[src/rtl/irq_bank_pkg.sv]
package irq_bank_pkg;
  localparam int unsigned OFF_W = 6;

  localparam logic [OFF_W-1:0] OFF_FIQ_STAT  = 6'h08;
  localparam logic [OFF_W-1:0] OFF_FORCE     = 6'h14;
  localparam logic [OFF_W-1:0] OFF_FORCE_SET = 6'h18;
  localparam logic [OFF_W-1:0] OFF_FORCE_CLR = 6'h1C;
  localparam logic [OFF_W-1:0] OFF_CPU_EN    = 6'h20;
  localparam logic [OFF_W-1:0] OFF_CPU_SET   = 6'h24;
  localparam logic [OFF_W-1:0] OFF_CPU_CLR   = 6'h28;
  localparam logic [OFF_W-1:0] OFF_CPU_CLS   = 6'h2C;
  localparam logic [OFF_W-1:0] OFF_COP_EN    = 6'h30;
  localparam logic [OFF_W-1:0] OFF_COP_SET   = 6'h34;
  localparam logic [OFF_W-1:0] OFF_COP_CLR   = 6'h38;
  localparam logic [OFF_W-1:0] OFF_COP_CLS   = 6'h3C;

  // state register slots
  localparam int unsigned NREG    = 5;
  localparam int unsigned REG_FRC = 0;
  localparam int unsigned REG_CEN = 1;
  localparam int unsigned REG_CCL = 2;
  localparam int unsigned REG_PEN = 3;
  localparam int unsigned REG_PCL = 4;

  typedef enum logic [1:0] {
    OP_NONE = 2'd0,
    OP_SET  = 2'd1,
    OP_CLR  = 2'd2,
    OP_LOAD = 2'd3
  } reg_op_e;
endpackage

[src/rtl/irq_state_reg.sv]
module irq_state_reg
  import irq_bank_pkg::*;
#(
  parameter int unsigned W = 32
) (
  input  logic         clk_i,
  input  logic         rst_ni,
  input  reg_op_e      op_i,
  input  logic [W-1:0] wdata_i,
  output logic [W-1:0] q_o
);
  logic [W-1:0] q_d, q_q;

  always_comb begin
    q_d = q_q;
    case (op_i)
      OP_SET:  q_d = q_q | wdata_i;
      OP_CLR:  q_d = q_q & ~wdata_i;
      OP_LOAD: q_d = wdata_i;
      default: q_d = q_q;
    endcase
  end

  always_ff @(posedge clk_i or negedge rst_ni) begin
    if (!rst_ni) q_q <= '0;
    else         q_q <= q_d;
  end

  assign q_o = q_q;
endmodule

[src/rtl/irq_bus_decode.sv]
module irq_bus_decode
  import irq_bank_pkg::*;
(
  input  logic                 req_i,
  input  logic                 we_i,
  input  logic [OFF_W-1:0]     addr_i,
  output reg_op_e [NREG-1:0]   ops_o
);
  always_comb begin
    for (int i = 0; i < NREG; i++) ops_o[i] = OP_NONE;
    if (req_i && we_i) begin
      case (addr_i)
        OFF_FORCE_SET: ops_o[REG_FRC] = OP_SET;
        OFF_FORCE_CLR: ops_o[REG_FRC] = OP_CLR;
        OFF_CPU_SET:   ops_o[REG_CEN] = OP_SET;
        OFF_CPU_CLR:   ops_o[REG_CEN] = OP_CLR;
        OFF_CPU_CLS:   ops_o[REG_CCL] = OP_LOAD;
        OFF_COP_SET:   ops_o[REG_PEN] = OP_SET;
        OFF_COP_CLR:   ops_o[REG_PEN] = OP_CLR;
        OFF_COP_CLS:   ops_o[REG_PCL] = OP_LOAD;
        default: ;
      endcase
    end
  end
endmodule

[src/rtl/irq_route.sv]
module irq_route #(
  parameter int unsigned W = 32
) (
  input  logic [W-1:0] lines_i,
  input  logic [W-1:0] force_i,
  input  logic [W-1:0] cpu_en_i,
  input  logic [W-1:0] cpu_cls_i,
  input  logic [W-1:0] cop_en_i,
  output logic [W-1:0] fiq_vec_o,
  output logic         cpu_irq_o,
  output logic         cpu_fiq_o,
  output logic         cop_irq_o
);
  logic [W-1:0] pend;
  logic [W-1:0] irq_vec;
  logic [W-1:0] cop_vec;

  for (genvar n = 0; n < W; n++) begin : g_line
    assign pend[n]      = lines_i[n] | force_i[n];
    assign irq_vec[n]   = pend[n] & cpu_en_i[n] & ~cpu_cls_i[n];
    assign fiq_vec_o[n] = pend[n] & cpu_en_i[n] &  cpu_cls_i[n];
    assign cop_vec[n]   = pend[n] & cop_en_i[n];
  end

  assign cpu_irq_o = |irq_vec;
  assign cpu_fiq_o = |fiq_vec_o;
  assign cop_irq_o = |cop_vec;
endmodule

[src/rtl/irq_route_bank.sv]
module irq_route_bank
  import irq_bank_pkg::*;
#(
  parameter int unsigned NLINES = 32
) (
  input  logic              clk_i,
  input  logic              rst_ni,
  input  logic [NLINES-1:0] irq_lines_i,
  input  logic              req_i,
  input  logic              we_i,
  input  logic [OFF_W-1:0]  addr_i,
  input  logic [NLINES-1:0] wdata_i,
  output logic [NLINES-1:0] rdata_o,
  output logic              cpu_irq_o,
  output logic              cpu_fiq_o,
  output logic              cop_irq_o
);
  reg_op_e [NREG-1:0] ops;
  logic [NLINES-1:0]  state_q [NREG];
  logic [NLINES-1:0]  force_q, cpu_en_q, cpu_cls_q, cop_en_q, cop_cls_q;
  logic [NLINES-1:0]  fiq_vec;

  irq_bus_decode u_dec (
    .req_i  (req_i),
    .we_i   (we_i),
    .addr_i (addr_i),
    .ops_o  (ops)
  );

  for (genvar r = 0; r < NREG; r++) begin : g_reg
    irq_state_reg #(.W(NLINES)) u_reg (
      .clk_i   (clk_i),
      .rst_ni  (rst_ni),
      .op_i    (ops[r]),
      .wdata_i (wdata_i),
      .q_o     (state_q[r])
    );
  end

  assign force_q   = state_q[REG_FRC];
  assign cpu_en_q  = state_q[REG_CEN];
  assign cpu_cls_q = state_q[REG_CCL];
  assign cop_en_q  = state_q[REG_PEN];
  assign cop_cls_q = state_q[REG_PCL];

  irq_route #(.W(NLINES)) u_route (
    .lines_i   (irq_lines_i),
    .force_i   (force_q),
    .cpu_en_i  (cpu_en_q),
    .cpu_cls_i (cpu_cls_q),
    .cop_en_i  (cop_en_q),
    .fiq_vec_o (fiq_vec),
    .cpu_irq_o (cpu_irq_o),
    .cpu_fiq_o (cpu_fiq_o),
    .cop_irq_o (cop_irq_o)
  );

  // write-only and unmapped offsets read as zero
  always_comb begin
    rdata_o = '0;
    if (req_i && !we_i) begin
      case (addr_i)
        OFF_FIQ_STAT: rdata_o = fiq_vec;
        OFF_FORCE:    rdata_o = force_q;
        OFF_CPU_EN:   rdata_o = cpu_en_q;
        OFF_CPU_CLS:  rdata_o = cpu_cls_q;
        OFF_COP_EN:   rdata_o = cop_en_q;
        OFF_COP_CLS:  rdata_o = cop_cls_q;
        default:      rdata_o = '0;
      endcase
    end
  end
endmodule

[config.mk]
export PLATFORM = sky130hd
export DESIGN_NAME = irq_route_bank
export DESIGN_NICKNAME = d
export VERILOG_FILES = /design/src/rtl/irq_bank_pkg.sv /design/src/rtl/irq_state_reg.sv /design/src/rtl/irq_bus_decode.sv /design/src/rtl/irq_route.sv /design/src/rtl/irq_route_bank.sv
export SDC_FILE = /design/constraint.sdc
export NUM_CORES = 1
export LEC_CHECK = 0
export ABC_AREA = 1
export BUFFER_PORTS_ARGS = -buffer_cell sky130_fd_sc_hd__buf_2
export CAP_MARGIN = 15
export CORE_ASPECT_RATIO = 1.4
export CORE_MARGIN = 3
export CORE_UTILIZATION = 55
export CTS_BUF_LIST = sky130_fd_sc_hd__clkbuf_8
export DETAILED_ROUTE_END_ITERATION = 8
export GPL_TIMING_DRIVEN = 0
export PLACE_DENSITY_LB_ADDON = 0.05
export SETUP_SLACK_MARGIN = 0.02
export SLEW_MARGIN = 40
export SYNTH_ARGS = -nofsm -noshare
export SYNTH_HDL_FRONTEND = slang
export SYNTH_HIERARCHICAL = 1
export SYNTH_SLANG_ARGS = --single-unit
[constraint.sdc]
create_clock -name clk_i -period 1.8 [get_ports clk_i]
set_input_delay 0.09 -clock clk_i [delete_from_list [all_inputs] [get_ports clk_i]]
set_output_delay 0.09 -clock clk_i [all_outputs]
set_load 0.02 [all_outputs]
# Word level (Yosys, flattened, before mapping)
# Cells that the tools add are included.
[totals]
ff_bits = 160
out_inout_bits = 35
word_cells = 259
[op_classes]
n_eq_ne = 27
mux = 13
bitwise_logic = 203
n_reduce_logical = 11
[op_table]
columns = ["operator", "n"]
rows = [
  ["case mux 32 bit (3 select lines)", 5],
  ["case mux 32 bit (6 select lines)", 1],
  ["AND 32 bit", 5],
  ["OR 32 bit", 5],
  ["AND 1 bit", 128],
  ["OR reduction 32 bit", 3],
  ["== test 6 bit, second input constant", 8],
  ["2-to-1 mux 32 bit", 1],
  ["NOT 1 bit", 32],
  ["NOT 32 bit", 1],
  ["OR 1 bit", 32],
  ["== test 2 bit, second input constant", 10],
  ["== test 6 x 5 -> 1 bit, second input constant", 3],
  ["nonzero test 3 bit", 5],
  ["case mux 2 bit (2 select lines)", 3],
  ["== test 2 x 1 -> 1 bit, second input constant", 5],
  ["2-to-1 mux 10 bit", 1],
  ["== test 6 x 4 -> 1 bit, second input constant", 1],
  ["2-to-1 mux 2 bit", 2],
  ["logical AND 1 bit", 2],
  ["logical NOT 1 bit", 1],
]

# Depth between registers and ports, before layout
# Gate-level depths: netlist of the first run.
[logic_depth]
ltp_word = 5
depth_mapped = 9
depth_no_buf = 8

# Hierarchy
# Netlist of the first run, hierarchy kept.
[by_module_without_submodules]
columns = ["module", "n_inst", "cells_each", "area_each_um2"]
rows = [
  ["irq_state_reg", 5, 170, 1396.3],
  ["irq_route_bank", 1, 481, 2314.7],
  ["irq_route", 1, 327, 1527.7],
  ["irq_bus_decode", 1, 31, 146.4],
]

# Worst setup path after synthesis of the first run
# OpenSTA, ideal clock, no wires.
[synth_timing]
kind = "register to output"
start = "register g_reg[0].u_reg.q_q[0]"
end = "output port rdata_o[0]"
arrival_time_ps = 1109
required_ps = 1710
path_slack_ps = 601
stages_incl_launch_ff = 9
cell_sequence = "dfrtp_1 > inv_1 > nand2_1 > nand3_1 > inv_1 > inv_1 > nor2_1 > nor2_1 > a21oi_1"
[synth_between]
elab_chain_cells = 5
[synth_lines]
columns = ["item", "line_no", "rtl"]
rows = [
  ["start: declaration", "irq_state_reg.sv:12", "logic [W-1:0] q_d, q_q;"],
  ["start signal: assignment", "irq_state_reg.sv:26", "else q_q <= q_d;"],
  ["OR 1 bit", "irq_route.sv:19", "assign pend[n] = lines_i[n] | force_i[n];"],
  ["AND 1 bit (2 in a row)", "irq_route.sv:21", "assign fiq_vec_o[n] = pend[n] & cpu_en_i[n] & cpu_cls_i[n];"],
  ["via fiq_vec[0]", "irq_route_bank.sv:21", "logic [NLINES-1:0] fiq_vec;"],
  ["case mux 32 bit (6 select lines)", "irq_route_bank.sv:62", "case (addr_i)"],
  ["2-to-1 mux 32 bit", "irq_route_bank.sv:61", "if (req_i && !we_i) begin"],
  ["end: declaration", "irq_route_bank.sv:13", "output logic [NLINES-1:0] rdata_o,"],
]
# The timed path passes the listed nets, and every way through them passes these cells.

# Worst setup path in the final report of the first run
[layout_timing]
start = "register g_reg[0].u_reg.q_q[9]"
end = "output port cpu_irq_o"
[layout_between]
elab_chain_cells = 4
[layout_lines]
columns = ["item", "line_no", "rtl"]
rows = [
  ["OR 1 bit", "irq_route.sv:19", ""],
  ["AND 1 bit (2 in a row)", "irq_route.sv:20", "assign irq_vec[n] = pend[n] & cpu_en_i[n] & ~cpu_cls_i[n];"],
  ["OR reduction 32 bit", "irq_route.sv:25", "assign cpu_irq_o = |irq_vec;"],
  ["end: declaration", "irq_route_bank.sv:14", "output logic cpu_irq_o,"],
]
# No other way between the ends.

==> results.yml, run 1 <==
synth:
  avgSynthCellArea_um2: 6.50
  synth_top_family_by_area: "simple AND/OR/NAND/NOR gates"
  synth_xor_area_share_pct: 0
  ys_ff_latch: 160
  synth_warnings: 6
  syn_nets: 1763
  synthAdderAreaFrac_pct: 0
  yosys.area_share.simple_pct: 42.4
  netlist_area_um2: 11000
  synth_cell_types: 20
  synth_seq_area_share_pct: 36.5
  synth-compound-area-share_pct: 8.80
  synthMuxAreaShare_pct: 0
  syn_inst: 1689
sta:
  max_freq_ghz: 0.523
  finalHoldViolCount: 0
  worstMarginPinSlew_ns: 0.759
  final.setup.tns_ns: -0.301
  relSlewSlack_pct: 49.4
  fin_crit_ns: 1.91
  finalSetupViolCount: 3
  finalClockSkew_ns: 0
  rsz0062_at_grt: "true"
  slew_violations: 0
  fin_ws_ns: -0.113
  period_share_pct: 106
cts:
  cts.sinks: 160
  h-tree-depth: 4
  cts_root_buffer: "clkbuf_8"
  worstSkewPairLatency_ns: 0.49
  clockBufferDepth: 2
  path_clk_slew_ns: 0.11
  cts_tree: "done"
  cts_inserted_buffers: 17
final_layout:
  final_nets: 1952
  fill_cells: 1816
  multiInputGateArea_um2: 5880
  regArea_um2: 4010
  diodes: 0
  area_delta_synth_final_pct: 20.7
  drive_gt1_share_pct: 21.9
  fin_area_um2: 13200
  largest_reg_flops: 160
floorplan:
  die_h_um: 173
  initial_core_util_pct: 56.4
  io_pins: 109
  die_x_um: 125
  core-area_um2: 19400
  row_count: 60
  die_area_um2: 21700
pwr:
  vdd_drop_max_mv: 0.527
  p_per_area_nw_per_um2: 670
  p_leak_nw: 7.06
grt:
  grt_pass1_wl_um: 61000
  antenna_found_initial: 0
  grt.total_usage_pct: 35.6
  grt_pass1_vias: 11400
  grt_max_degree: 71
  grt_overflow: 0
routing:
  firstDrtPassIters: 6
  first_iter_violations: 1254
  vias_per_cell: 5.67
  wl_per_cell_um: 18.4
  vias: 12100
  routed_wl_um: 39400
  ant_nets: 0
  drc: 0
worst_hold_path:
  hold_path_class: "in -> async"
place:
  io_buffers: 108
  gp_congestion: 0.931
  place_area_um2: 11900
  place.detailed.hpwl_um: 26800
outcome:
  violations: "negative setup slack"
  status: "finished, violations left"
critical_path:
  critPathRequiredTime_ns: 1.71
  worst-path-max-fanout: 3
  crit_type: "reg -> out"
  end_kind: "primary output"
  worstSetupStartpointType: "register"
  cp.arrival_ns: 1.82
flow_run:
  drv_cap: 0
==> critical path: stages (launching register included) <==
cell	delay (ns)
dfrtp_1	0.41
inv_1	0.07
nand2_2	0.08
nand3b_1	0.08
nand2_1	0.10
nor2_2	0.16
nand2_1	0.07
nor2_1	0.10
nand2_1	0.11
buf_6	0.15
==> path summary, 6_finish.rpt <==
check,startpoint,end,slack [ns],cells after the start
min reg2reg,g_reg[4].u_reg/q_o[9]$_DFFE_PN0P_,g_reg[4].u_reg/q_o[9]$_DFFE_PN0P_,0.48,2
max,g_reg[0].u_reg/q_o[9]$_DFFE_PN0P_,cpu_irq_o,-0.11,9
max in group asynchronous,rst_ni,g_reg[1].u_reg/q_o[0]$_DFFE_PN0P_,0.70,4
max reg2reg,g_reg[0].u_reg/q_o[0]$_DFFE_PN0P_,g_reg[0].u_reg/q_o[0]$_DFFE_PN0P_,0.95,4
min,rst_ni,g_reg[0].u_reg/q_o[17]$_DFFE_PN0P_,0.05,2
min in group clk_i,addr_i[0],g_reg[0].u_reg/q_o[23]$_DFFE_PN0P_,0.21,7
==> layout by cell type, fill, tap and decap left out, drive strengths merged <==
| cell | instances |
|---|---|
| nand3 | 44 |
| nand3b | 22 |
| bufinv | 3 |
| nor2 | 177 |
| inv | 187 |
| dlygate4sd3 | 33 |
| nand2 | 684 |
| nand4 | 128 |
| a21oi | 32 |
| clkinvlp | 2 |
| buf | 232 |
| dfrtp | 160 |
| clkinv | 2 |
| clkbuf | 24 |
| o21ai | 161 |
==> where the power goes <==
group	leakage, nW	switching [W]	internal (W)	total, W
logic	4.66	0.00104	0.000573	0.00161
registers	2.18	0.000285	0.00389	0.00417
clock network	0.220	0.00157	0.00152	0.00309
==> logic make-up (layout without fill, tap and decap cells) <==
kind of cell	count (synthesis)	in the layout
flip-flops	160	160
buffers and inverters	281	483
AND/OR/NAND/NOR	1055	1055
AO/OA/AOI/OAI	193	193
==> layout make-up <==
type | instances | area share [%]
Multi-Input combinational cell | 1248 | 44.4
Sequential cell | 160 | 30.3
Timing Repair Buffer | 170 | 9.38
Inverter | 182 | 5.16
Buffer | 99 | 5.06
Tap cell | 248 | 2.34
Clock buffer | 20 | 2.08
Clock inverter | 12 | 1.29
==> cell usage after synthesis, drive strengths merged <==
cell type	number	area [um^2]
nand2	684	2650
inv	182	683
nor2	177	704
o21ai	161	806
dfrtp	160	4000
nand4	128	801
buf	96	656
nand3	44	320
a21oi	32	160
nand3b	22	178
clkbuf	3	11.3
==> per-stage QoR <==
step	cells	hold slack, ns	utilization (%)	power (W)	setup WS (ns)
after floorplan	1689	-0.206	-	0.00489	0.601
after global placement	2045	0.404	60.8	0.00549	-2.09
after detailed placement	2047	-0.00839	61.1	0.00555	0.110
after CTS	2121	0.0572	66.1	0.00871	-0.0993
after global routing	2139	0.0845	68.1	0.00920	-0.151
final	2139	0.0522	68.1	0.00887	-0.113
==> repair_timing <==
action / 4_1_cts / 5_1_grt
pin swaps: 21 / 109
gates resized for setup: 42 / 98
hold endpoints to repair: 250 / 0
setup buffers: 9 / 18
endpoints found under the setup margin: 12 / 35
hold buffers: 33 / 0
==> layer usage <==
layer	vias up	share of wire, %	global-route usage, %
li1	5732	-	-
met1	5636	38	44.4
met2	617	47	58.0
met3	143	8.8	6.00
met4	0	5.7	21.0
met5	-	0	0
Note: power is estimated with default switching activity, not from simulation.
==> run 2: changes to the inputs <==
GPL_TIMING_DRIVEN = unset   (was 0)
PLACE_DENSITY = 0.87   (was unset)
PLACE_DENSITY_LB_ADDON = unset   (was 0.05)
==> run 2 against run 1 <==
  * Sequential power is essentially flat
  * The run still ends with negative setup slack left
  * Cell count decreased by 3.2%
  * Design area shrank 0.77%
  * Wire length shrank 16%
  * Critical path type unchanged
  * Via count is 2.3% lower
  * Largest cell class unchanged
  * Register-to-register slack worse by 0.02 ns
  * Clock power is 13% lower
  * Highest routed layer unchanged
  * Combinational power hardly changed
  * Largest power group unchanged
  * Global-route usage decreased by 6.5 points
  * Sequential cell count did not move
  * Maximum frequency rose by 0.56%
  * Clock skew did not move
==> results.yml, run 2 (synthesis results as in run 1) <==
place:
  place.detailed.hpwl_um: 20000
  io_buffers: 108
  gp_congestion: 0.890
  pre_cts_slack_ns: 0.214
final_layout:
  area_delta_synth_final_pct: 19.7
  multiInputGateArea_um2: 6000
  final_cell_mix: "nand2_1, dfrtp_1, inv_1"
  largest_reg_flops: 160
  regArea_um2: 4000
  diodes: 0
  fill_cells: 1524
  layout_commonest_cell: "nand2_1"
  utilization_pct: 67.6
  final_nets: 1885
  drive_gt1_share_pct: 20.7
grt:
  antenna_found_initial: 0
  grt_pass1_wl_um: 52500
  grt_pass1_vias: 11000
  grt_max_degree: 97
  grt.total_usage_pct: 29.2
  grt_overflow: 0
pwr:
  p_leak_nw: 6.76
  swShare_pct: 32.0
  power.internal_w: 0.00573
  seq_power_share_pct: 49.5
  switching_power_w: 0.00270
  comb_power_share_pct: 18.8
  p_per_area_nw_per_um2: 642
  vdd_drop_max_mv: 0.541
  p_clk_share_pct: 31.7
sta:
  relSlewSlack_pct: 73.0
  finalSetupViolCount: 4
  slew_violations: 0
  final.setup.tns_ns: -0.201
  fin_crit_ns: 1.90
  fin_ws_ns: -0.103
  period_share_pct: 106
  max_freq_ghz: 0.526
  rsz0062_at_grt: "true"
  finalHoldViolCount: 0
  finalClockSkew_ns: 0
  worstMarginPinSlew_ns: 0.405
routing:
  firstDrtPassIters: 6
  vias_per_cell: 5.72
  routed_wl_um: 33000
  ant_nets: 0
  drc: 0
  wl_per_cell_um: 15.9
  vias: 11900
  first_iter_violations: 1236
critical_path:
  cpMaxStageDelayCell: "dfrtp_1"
  r2r_slack_ns: 0.93
  worst-path-max-fanout: 3
  rr_worst_depth: 4
  critPathTopFamily: "simple AND/OR/NAND/NOR gates"
  cp_num_buf_inv: 2
  cp.arrival_ns: 1.81
  max_stage_delay_ns: 0.41
  crit_type: "reg -> out"
  crit_cells: 9
  critPathRequiredTime_ns: 1.71
  r2r_start: "g_reg[0].u_reg/q_o[3]$_DFFE_PN0P_"
  crit_path_cell_trace: "inv_1, nand2_2, nand3b_1, nand2_1, nor2_2, nand2_1, nor2_1, nand2_1, buf_6"
  startpoint: "g_reg[0].u_reg/q_o[1]$_DFFE_PN0P_"
  end_kind: "primary output"
  crit_top_cell: "nand2_1"
  worstSetupStartpointType: "register"
floorplan:
  die_area_um2: 21700
  row_count: 60
  die_h_um: 173
  initial_core_util_pct: 56.4
  io_pins: 109
  die_x_um: 125
  core-area_um2: 19400
outcome:
  violations: "negative setup slack"
  status: "finished, violations left"
cts:
  h-tree-depth: 4
  cts.sinks: 160
  path_clk_slew_ns: 0.10
  clockBufferDepth: 2
  cts_root_buffer: "clkbuf_8"
  cts_inserted_buffers: 17
  worstSkewPairLatency_ns: 0.46
  cts_tree: "done"
worst_hold_path:
  hold_path_class: "in -> async"
flow_run:
  drv_cap: 0
==> run 2: cell count changes in the layout (fill, tap and decap cells not counted), sizes merged <==
cell / delta
buf: -63
clkbuf: -6
clkinv: +4
inv: -3
bufinv: -1
clkinvlp: +1
==> run 2: stage by stage <==
| step | std cells | power (W) | hold WS (ns) | instance area (um^2) |
|---|---|---|---|---|
| after floorplan | 1689 | 0.00489 | -0.206 | 11000 |
| after detailed placement | 1976 | 0.00550 | 0.0296 | 11700 |
| after global placement | 1976 | 0.00544 | 0.0321 | 11700 |
| after global routing | 2071 | 0.00877 | 0.125 | 13100 |
| final | 2071 | 0.00844 | 0.0963 | 13100 |
| after CTS | 2059 | 0.00830 | 0.0958 | 12700 |
==> run 2: power groups by stage <==
stage	combinational (W)	sequential [W]	clock, W
after floorplan	0.000742	0.00415	0
after global routing	0.00173	0.00421	0.00283
after CTS	0.00145	0.00415	0.00270
after detailed placement	0.00127	0.00423	0
final	0.00158	0.00418	0.00268
after global placement	0.00122	0.00421	0
==> run 2: final cells by class <==
class / count / area share (%)
Sequential cell: 160 / 30.5
Tap cell: 248 / 2.36
Inverter: 182 / 5.20
Clock inverter: 13 / 1.07
Multi-Input combinational cell: 1248 / 45.7
Timing Repair Buffer: 202 / 13.4
Clock buffer: 18 / 1.89
==> run 2: repair_timing <==
action	4_1_cts	5_1_grt
resized for setup	36	136
pin swaps	16	112
endpoints found under the hold margin	320	0
cloned	0	0
hold buffers	33	0
setup endpoints to repair	13	35
buffers inserted	19	12
==> run 2: per-layer routing <==
layer	vias up	global-route usage [%]	share of wire (%)
li1	5589	-	-
met1	5477	35.2	38
met2	655	50.6	50
met3	133	3.96	7.3
met4	0	15.0	4.6
met5	-	0	0
==> run 2: path summary, 6_finish.rpt <==
kind,end
hold / removal,g_reg[0].u_reg/q_o[9]$_DFFE_PN0P_
min in group clk_i,g_reg[1].u_reg/q_o[3]$_DFFE_PN0P_
setup reg to reg,g_reg[0].u_reg/q_o[3]$_DFFE_PN0P_
max in group asynchronous,g_reg[1].u_reg/q_o[1]$_DFFE_PN0P_
hold reg to reg,g_reg[4].u_reg/q_o[27]$_DFFE_PN0P_
setup / recovery,cpu_irq_o
==> run 2: worst reg2reg max path, cell delays in order, from the launching register on <==
cell and delay (ns):
dfrtp_1 0.41, buf_4 0.14, buf_4 0.13, nand2_1 0.05
nand2_1 0.05
==> run 3: changes to the inputs <==
CELL_PAD_IN_SITES_DETAIL_PLACEMENT = 0   (was unset)
CELL_PAD_IN_SITES_GLOBAL_PLACEMENT = 2   (was unset)
CORE_UTILIZATION = 37   (was 55)
PLACE_DENSITY = 0.95   (was 0.87)
==> run 3 against run 2 <==
  * The flow still finishes with violations (negative setup slack)
  * Critical path depth is the same
  * Global-route usage shrank 7.2 points
  * Clock power grew 10%
  * Non-clock buffer count grew 13
  * Sequential share of layout area shrank 0.90 points
  * Sequential power is essentially flat
  * Total power grew 4.0%
  * Via count shrank 8.2%
  * Design area grew 3.0%
  * Critical endpoint unchanged
  * Largest cell class unchanged
==> results.yml, run 3 (synthesis results as in run 1) <==
outcome:
  status: "finished, violations left"
  violations: "negative setup slack"
grt:
  grt_pass1_wl_um: 55200
  grt.total_usage_pct: 21.9
  grt_max_degree: 97
  antenna_found_initial: 0
  grt_overflow: 0
  grt_pass1_vias: 10400
final_layout:
  regArea_um2: 4000
  largest_reg_flops: 160
  layout_commonest_cell: "nand2_1"
  stdcell_count: 2216
  utilization_pct: 46.4
  fin_area_um2: 13500
  multiInputGateArea_um2: 6130
  drive_gt1_share_pct: 23.3
  diodes: 0
  final_nets: 1898
  fill_cells: 3078
  area_delta_synth_final_pct: 23.4
  final_cell_mix: "nand2_1, dfrtp_1, o21ai_1"
routing:
  ant_nets: 0
  vias: 10900
  routed_wl_um: 34100
  drc: 0
  first_iter_violations: 603
  vias_per_cell: 4.91
  firstDrtPassIters: 5
  wl_per_cell_um: 15.4
place:
  io_buffers: 108
  place.detailed.hpwl_um: 21700
  place_area_um2: 11900
  gp_congestion: 0.800
  dp.cells: 2112
critical_path:
  cp.arrival_ns: 1.77
  worstSetupStartpointType: "register"
  crit_type: "reg -> out"
  worst-path-max-fanout: 3
  end_kind: "primary output"
  critPathRequiredTime_ns: 1.71
sta:
  slew_violations: 0
  finalSetupViolCount: 3
  fin_ws_ns: -0.0554
  final.setup.tns_ns: -0.107
  rsz0062_at_grt: "true"
  finalClockSkew_ns: 0
  fin_crit_ns: 1.86
  period_share_pct: 103
  finalHoldViolCount: 0
  relSlewSlack_pct: 65.9
  max_freq_ghz: 0.539
  worstMarginPinSlew_ns: 0.511
cts:
  cts_root_buffer: "clkbuf_8"
  clockBufferDepth: 2
  worstSkewPairLatency_ns: 0.48
  cts_tree: "done"
  cts_inserted_buffers: 17
  path_clk_slew_ns: 0.08
  cts.sinks: 160
  h-tree-depth: 4
pwr:
  vdd_drop_max_mv: 0.462
  swShare_pct: 31.2
  p_clk_share_pct: 33.6
  power.internal_w: 0.00604
  p_per_area_nw_per_um2: 648
  power_w: 0.00878
  comb_power_share_pct: 18.9
  switching_power_w: 0.00273
  p_leak_nw: 6.84
  seq_power_share_pct: 47.4
floorplan:
  core-area_um2: 29200
  io_pins: 109
  die_x_um: 152
  initial_core_util_pct: 37.6
  row_count: 74
  die_h_um: 210
  die_area_um2: 31800
worst_hold_path:
  hold_path_class: "in -> async"
flow_run:
  drv_cap: 0
-- run 3: layout make-up --
class                      count  area share (%)
sequential                   160            29.6
clock buffer                  18            1.83
multi-input combinational   1248            45.3
tap                          380            3.51
timing repair buffer         215            13.4
clock inverter                13            1.27
inverter                     182            5.05
-- run 3: repair_timing --
item                                   4_1_cts  5_1_grt
endpoints found under the hold margin      300        0
buffers inserted                            29       11
setup endpoints to repair                   34       35
hold buffers                                33        0
pin swaps                                   57      111
gates resized for setup                     86      133
-- run 3: per-layer routing --
metal	wire length (um)	GRT usage [%]	share of wire (%)
met5	0	0	0
met4	707	7.29	2.1
met3	1100	2.66	3.2
met2	16700	36.5	49
met1	15600	29.5	46
-- run 3: power groups by stage --
stage               Clock, W  Combinational (W)  Sequential [W]
finish               0.00295            0.00166         0.00416
global route         0.00317            0.00185         0.00421
CTS                  0.00305            0.00157         0.00415
detailed placement         0            0.00132         0.00422
global placement           0            0.00129         0.00422
floorplan                  0           0.000742         0.00415
-- run 3: worst paths after layout --
check	startpoint	end	slack [ns]	cells past startpoint
worst max-delay path	g_reg[0].u_reg/q_o[25]$_DFFE_PN0P_	cpu_irq_o	-0.06	9
worst min-delay path	rst_ni	g_reg[0].u_reg/q_o[9]$_DFFE_PN0P_	0.11	2
worst max register to register	g_reg[0].u_reg/q_o[22]$_DFFE_PN0P_	g_reg[0].u_reg/q_o[22]$_DFFE_PN0P_	0.93	4
worst min register to register	g_reg[4].u_reg/q_o[9]$_DFFE_PN0P_	g_reg[4].u_reg/q_o[9]$_DFFE_PN0P_	0.48	2
max in group asynchronous	rst_ni	g_reg[2].u_reg/q_o[9]$_DFFE_PN0P_	0.97	3
min in group clk_i	addr_i[0]	g_reg[1].u_reg/q_o[30]$_DFFE_PN0P_	0.22	6
-- run 3: stage by stage --
step	setup slack, ns	hold slack, ns
after floorplan	0.601	-0.206
after global placement	0.221	0.0759
after detailed placement	0.198	0.0693
after CTS	-0.113	0.0965
after global routing	-0.142	0.141
final	-0.0554	0.106
-- run 3: worst max-delay path, stage by stage (launching register included) --
cell and delay (ns):
dfrtp_1 0.38, inv_1 0.06, nand2_2 0.08, nand3b_1 0.11, nand2_2 0.09, nor2_4 0.14, nand2_1 0.06, nor2_1 0.12
nand2_2 0.09, buf_6 0.14
